[config.mk]
export PLATFORM = sky130hd
export DESIGN_NAME = drop_ctr_top
export DESIGN_NICKNAME = d
export VERILOG_FILES = /design/src/rtl/drc_pkg.sv /design/src/rtl/drc_regdec.sv /design/src/rtl/drc_counter.sv /design/src/rtl/drc_irq_flag.sv /design/src/rtl/drop_ctr_top.sv
export SDC_FILE = /design/constraint.sdc
export NUM_CORES = 1
export LEC_CHECK = 0
export BUFFER_PORTS_ARGS = -buffer_cell sky130_fd_sc_hd__buf_2
export CORE_MARGIN = 5
export CORE_UTILIZATION = 60
export CTS_BUF_LIST = sky130_fd_sc_hd__clkbuf_4
export CTS_CLUSTER_DIAMETER = 60
export DETAILED_ROUTE_END_ITERATION = 12
export PLACE_DENSITY_LB_ADDON = 0.15
export SYNTH_ARGS = -nofsm -noshare
export SYNTH_HDL_FRONTEND = slang
export SYNTH_SLANG_ARGS = --single-unit
export TNS_END_PERCENT = 1
[constraint.sdc]
create_clock -name clk -period 3.35 [get_ports clk]
set_clock_uncertainty 0.05 [all_clocks]
set_input_delay 0.67 -clock clk [delete_from_list [all_inputs] [get_ports clk]]
set_output_delay 0.67 -clock clk [all_outputs]
set_load 0.01 [all_outputs]
[src/rtl/drc_pkg.sv]
package drc_pkg;
   // Which register the current host access targets
   typedef enum logic [1:0] {
      SEL_NONE = 2'd0,
      SEL_CNT  = 2'd1,
      SEL_STAT = 2'd2,
      SEL_ENA  = 2'd3
   } drc_sel_e;
endpackage

[src/rtl/drc_regdec.sv]
module drc_regdec
   import drc_pkg::*;
#(
   parameter int unsigned          ADDR_W   = 8,
   parameter logic [ADDR_W-1:0]    CNT_OFS  = 'hA0,
   parameter logic [ADDR_W-1:0]    STAT_OFS = 'hB8,
   parameter logic [ADDR_W-1:0]    ENA_OFS  = 'hBC
) (
   input  logic [ADDR_W-1:0] addr,
   output drc_sel_e          sel
);
   // Elaboration checks: offsets must be distinct
   if (CNT_OFS == STAT_OFS || CNT_OFS == ENA_OFS || STAT_OFS == ENA_OFS) begin : g_bad_ofs
      $error("drc_regdec: register offsets must differ");
   end

   always_comb begin
      if (addr == CNT_OFS)       sel = SEL_CNT;
      else if (addr == STAT_OFS) sel = SEL_STAT;
      else if (addr == ENA_OFS)  sel = SEL_ENA;
      else                       sel = SEL_NONE;
   end
endmodule

[src/rtl/drc_counter.sv]
module drc_counter #(
   parameter int unsigned CNT_W = 32
) (
   input  logic             clk,
   input  logic             rst_n,
   input  logic             inc,
   input  logic             clr,
   output logic [CNT_W-1:0] cnt,
   output logic             mid_evt
);
   localparam logic [CNT_W-1:0] HALF_M1 = {1'b0, {(CNT_W-1){1'b1}}};
   localparam logic [CNT_W-1:0] ALL_ONE = {CNT_W{1'b1}};
   localparam logic [CNT_W-1:0] ONE     = {{(CNT_W-1){1'b0}}, 1'b1};

   if (CNT_W < 2) begin : g_bad_w
      $error("drc_counter: CNT_W must be at least 2");
   end

   // Crossing into the upper half, only on a real increment
   assign mid_evt = inc && !clr && (cnt == HALF_M1);

   always_ff @(posedge clk or negedge rst_n) begin
      if (!rst_n)      cnt <= '0;
      else if (clr)    cnt <= inc ? ONE : '0;
      else if (inc)    cnt <= cnt + ONE;
   end

   assert_incr_R2: assert property (@(posedge clk) disable iff (!rst_n)
      (inc && !clr) |=> (cnt == $past(cnt) + ONE));
   assert_clear_R3: assert property (@(posedge clk) disable iff (!rst_n)
      (clr && !inc) |=> (cnt == '0));
   assert_coincide_R4: assert property (@(posedge clk) disable iff (!rst_n)
      (clr && inc) |=> (cnt == ONE));
   assert_mid_R5: assert property (@(posedge clk) disable iff (!rst_n)
      mid_evt |=> (cnt[CNT_W-1] && !$past(cnt[CNT_W-1])));
   assert_wrap_R6: assert property (@(posedge clk) disable iff (!rst_n)
      (inc && !clr && cnt == ALL_ONE) |=> (cnt == '0 && !$past(mid_evt)));
endmodule

[src/rtl/drc_irq_flag.sv]
module drc_irq_flag (
   input  logic clk,
   input  logic rst_n,
   input  logic set_evt,
   input  logic clr_req,
   input  logic en_wr,
   input  logic en_val,
   output logic status,
   output logic enable,
   output logic irq
);
   always_ff @(posedge clk or negedge rst_n) begin
      if (!rst_n)       status <= 1'b0;
      else if (set_evt) status <= 1'b1;
      else if (clr_req) status <= 1'b0;
   end

   always_ff @(posedge clk or negedge rst_n) begin
      if (!rst_n)     enable <= 1'b0;
      else if (en_wr) enable <= en_val;
   end

   assign irq = status & enable;

   assert_set_R5: assert property (@(posedge clk) disable iff (!rst_n)
      set_evt |=> status);
   assert_sticky_R7: assert property (@(posedge clk) disable iff (!rst_n)
      (status && !clr_req) |=> status);
   assert_clear_R7: assert property (@(posedge clk) disable iff (!rst_n)
      (clr_req && !set_evt) |=> !status);
   assert_enable_R8: assert property (@(posedge clk) disable iff (!rst_n)
      !en_wr |=> $stable(enable));
endmodule

[src/rtl/drop_ctr_top.sv]
module drop_ctr_top
   import drc_pkg::*;
#(
   parameter int unsigned          DATA_W   = 32,
   parameter int unsigned          CNT_W    = 32,
   parameter int unsigned          ADDR_W   = 8,
   parameter logic [ADDR_W-1:0]    CNT_OFS  = 'hA0,
   parameter logic [ADDR_W-1:0]    STAT_OFS = 'hB8,
   parameter logic [ADDR_W-1:0]    ENA_OFS  = 'hBC
) (
   input  logic              clk,
   input  logic              rst_n,
   input  logic              drop_pulse,
   input  logic              host_rd,
   input  logic              host_wr,
   input  logic [ADDR_W-1:0] host_addr,
   input  logic              host_wbit,
   output logic [DATA_W-1:0] host_rdata,
   output logic              irq_stat,
   output logic              irq_out
);
   if (CNT_W > DATA_W) begin : g_bad_fit
      $error("drop_ctr_top: CNT_W must not exceed DATA_W");
   end

   drc_sel_e          sel;
   logic [CNT_W-1:0]  cnt;
   logic [DATA_W-1:0] cnt_ext;
   logic              mid_evt;
   logic              rd_clr;
   logic              enable;

   drc_regdec #(
      .ADDR_W(ADDR_W), .CNT_OFS(CNT_OFS), .STAT_OFS(STAT_OFS), .ENA_OFS(ENA_OFS)
   ) u_dec (
      .addr(host_addr),
      .sel (sel)
   );

   assign rd_clr = host_rd && (sel == SEL_CNT);

   drc_counter #(.CNT_W(CNT_W)) u_cnt (
      .clk    (clk),
      .rst_n  (rst_n),
      .inc    (drop_pulse),
      .clr    (rd_clr),
      .cnt    (cnt),
      .mid_evt(mid_evt)
   );

   drc_irq_flag u_flag (
      .clk    (clk),
      .rst_n  (rst_n),
      .set_evt(mid_evt),
      .clr_req(host_wr && (sel == SEL_STAT) && host_wbit),
      .en_wr  (host_wr && (sel == SEL_ENA)),
      .en_val (host_wbit),
      .status (irq_stat),
      .enable (enable),
      .irq    (irq_out)
   );

   // Width variant: pass through or zero-extend the tally
   if (CNT_W == DATA_W) begin : g_full
      assign cnt_ext = cnt;
   end else begin : g_pad
      assign cnt_ext = {{(DATA_W-CNT_W){1'b0}}, cnt};
   end

   always_comb begin
      host_rdata = '0;
      if (host_rd) begin
         case (sel)
            SEL_CNT:  host_rdata = cnt_ext;
            SEL_STAT: host_rdata = {{(DATA_W-1){1'b0}}, irq_stat};
            SEL_ENA:  host_rdata = {{(DATA_W-1){1'b0}}, enable};
            default:  host_rdata = '0;
         endcase
      end
   end

   assert_other_ofs_R9: assert property (@(posedge clk) disable iff (!rst_n)
      (!drop_pulse && !rd_clr) |=> $stable(cnt));
   assert_irq_gate_R8: assert property (@(posedge clk) disable iff (!rst_n)
      irq_out |-> irq_stat);
endmodule

==> impl_metrics.toml <==
[routing]
routedWlPerCell_um = 14.0
drt_iter0_markers = 209
postRouteAntennaNets = 0
via_per_inst = 5.85
wl_um = 4470
num_vias = 1861
drt_pass1_iterations = 4
drc = 0

[yosys]
synth_area_leaders = "dfrtp_1, and2_1, a21oi_1"
yosysSeqAreaShare = 0.418
synth_nets = 244
synth_top_area_share = 0.418
yosys_register_bits = 34
yosysTopAreaCell = "dfrtp_1"
synth_edf_count = 0
synthArstFlopShare = 1.00
synth_cells = 229
synth_common_cells = "dfrtp_1, and2_1, a21oi_1"
synth_flop_cell = "dfrtp_1"
syn_area_um2 = 2030
synth_cell_types = 30
synthMostInstantiatedCell = "dfrtp_1"
yosysWarnings = 0
avgSynthCellArea_um2 = 8.88

[timing]
grt_setup_unrepaired = "no"
period_share = 0.829
slew_violations = 0
hold_ws_ps = 332
fmax_mhz = 360
worst_slack_ps = 572
worstMarginPinSlew_ps = 747
hold_violations = 0
min_period_ps = 2780
finalSetupViolCount = 0
fin_setup_tns_ps = 0
slew_headroom = 0.502

[power_and_ir_drop]
p_total_uw = 835
sw_frac_of_total = 0.311
internal_power_uw = 576
p_per_area_nw_per_um2 = 358
ir_drop_v = 0.000384
p_seq_frac = 0.605
combPwrFrac = 0.137
pwr-share-clk = 0.258
p_sw_uw = 260
cellLeakagePower_nw = 1.04

[clocking]
path_clk_slew_ps = 110
clock_latency_ps = 340
htree_levels = 2
cts_tree = "yes"
post_cts.repair.setup_buffers = 0
cts-root-buf = "clkbuf_4"
cts-hold-fix-buffers = 0
cts_inserted_buffers = 5
clockBufferDepth = 2
cts_resized = 0
cts.sinks = 34

[finish]
fin_cells = 318
seq_area_um2 = 851
n_fill_cell = 303
final_util = 0.705
area_growth_syn_to_layout_pct = 14.8
multi_input_area_um2 = 1100
drive_above_1_share = 0.217
antennaDiodeCount = 0
final_area_um2 = 2330
final_nets = 286

[setup_path]
critPathArrivalTime_ps = 2060
start_kind = "input pin"
crit_chain = "buf_2 > nor4b_1 > and4_1 > buf_12 > and2_1 > buf_2"
timing.rr.end = "u_cnt.cnt[26]"
worst-r2r-cell-count = 5
rrSetupSlack_ps = 1150
rr_startpoint = "u_cnt.cnt[0]"
slowest_stage = "nor4b_1"
critPathMaxStageDelay_ps = 430
critPathCaptureType = "output port"
path_class = "input pin to output port"
worstPathRequired_ps = 2630
worst-path-buf-inv = 3
path_delay_family = "simple AND/OR/NAND/NOR gates"
cpMostUsedCell = "buf_2"
crit_fanout = 59

[floorplanning]
dieArea_um2 = 4650
coreArea_um2 = 3310
fp-row-count = 21
die_h_um = 68.2
die_x_um = 68.2
ios = 48
initial_core_util = 0.614

[global_routing]
grtUsageTotal = 0.215
grtUsageMet1 = 0.287
grt_pass1_vias = 1713
antenna_found_initial = 0
busiest_layer = "met2"
met2_usage = 0.353
grt_max_degree = 60
grt_pass1_wl_um = 7640
grt.overflow.total = 0
use_met3 = 0.0411

[flow_run]
cap_violations = 0

[placed_design]
dp_hpwl_um = 3170
portBuffers = 47
globalplace.congestion = 0.786
dp_slack_ps = 563
placed_area_um2 = 2290
place_inst = 310

[status]
status = "finished, final reports clean"

[worst_hold_path]
hp-class = "input pin to asynchronous set/reset pin"
## final cells by class
class / instances / area share
clock buffer: 5 / 0.0161
clock inverter: 3 / 0.00482
inverter: 6 / 0.00965
multi-input combinational: 176 / 0.471
sequential: 34 / 0.364
tap: 46 / 0.0247
timing repair buffer: 48 / 0.109
## power groups by stage
stage,clock [mW],sequential (mW),combinational (mW)
after global placement,0,0.513,0.109
after detailed placement,0,0.513,0.116
after CTS,0.220,0.505,0.117
final,0.215,0.505,0.115
after floorplan,0,0.500,0.0825
after global routing,0.237,0.513,0.129
## kinds of logic (layout without fill, tap and decap cells)
| logic type | count (synthesis) | in the layout | share of synthesized area |
|---|---|---|---|
| and+or+nand+nor | 118 | 118 | 0.343 |
| AOI/OAI and AO/OA | 42 | 42 | 0.124 |
| DFF | 34 | 34 | 0.418 |
| buffers and inverters | 19 | 62 | 0.0406 |
| xor gates and xnor gates | 12 | 12 | 0.0517 |
| muxes | 3 | 3 | 0.0160 |
| adders and majority gates | 1 | 1 | 0.00615 |
## worst register-to-register path: cells and delay by family (launching register included)
kind            cells  cell delay (ps)
simple gates        3             1320
flops               1              420
fa+ha+maj           1              200
compound gates      1              140
## cell usage in the layout (no fill, tap or decap), types with 3 or more instances in the layout
cell type  synthesis  layout
nand2_1           13      13
buf_2              3      47
or4_1             11      11
o21ai_0            8       8
xor2_1             4       4
clkinv_1           0       3
or3_1             12      12
xnor2_1            8       8
a21oi_1           19      19
nor4_1             4       4
nand4_1            7       7
inv_1              6       6
and4_1             3       3
and2_1            29      29
o31ai_1           12      12
nand3_1           10      10
nor2_1            14      14
nor3_1             8       8
dfrtp_1           34      34
clkbuf_4           0       5
## routing by layer
layer  share of wire  routed length [um]  up-vias
met5               0                   0        -
met4           0.014                  62        0
met3           0.044                 195        8
met2            0.49                2180       36
met1            0.45                2030      895
li1                -                   -      922
## sequential cells by signal, indices dropped and copies added (netlist names)
signal         count
u_cnt.cnt         32
u_flag.enable      1
u_flag.status      1
## worst max-delay path by stage
stage,from,to,cells after the start
after global routing,host_addr[1],host_rdata[15],6
final,host_addr[1],host_rdata[9],6
after detailed placement,host_addr[1],host_rdata[24],6
after global placement,host_addr[1],host_rdata[11],6
after floorplan,host_addr[1],host_rdata[1],4
after CTS,host_addr[1],host_rdata[24],6
Power figures use the tool's default switching activity.
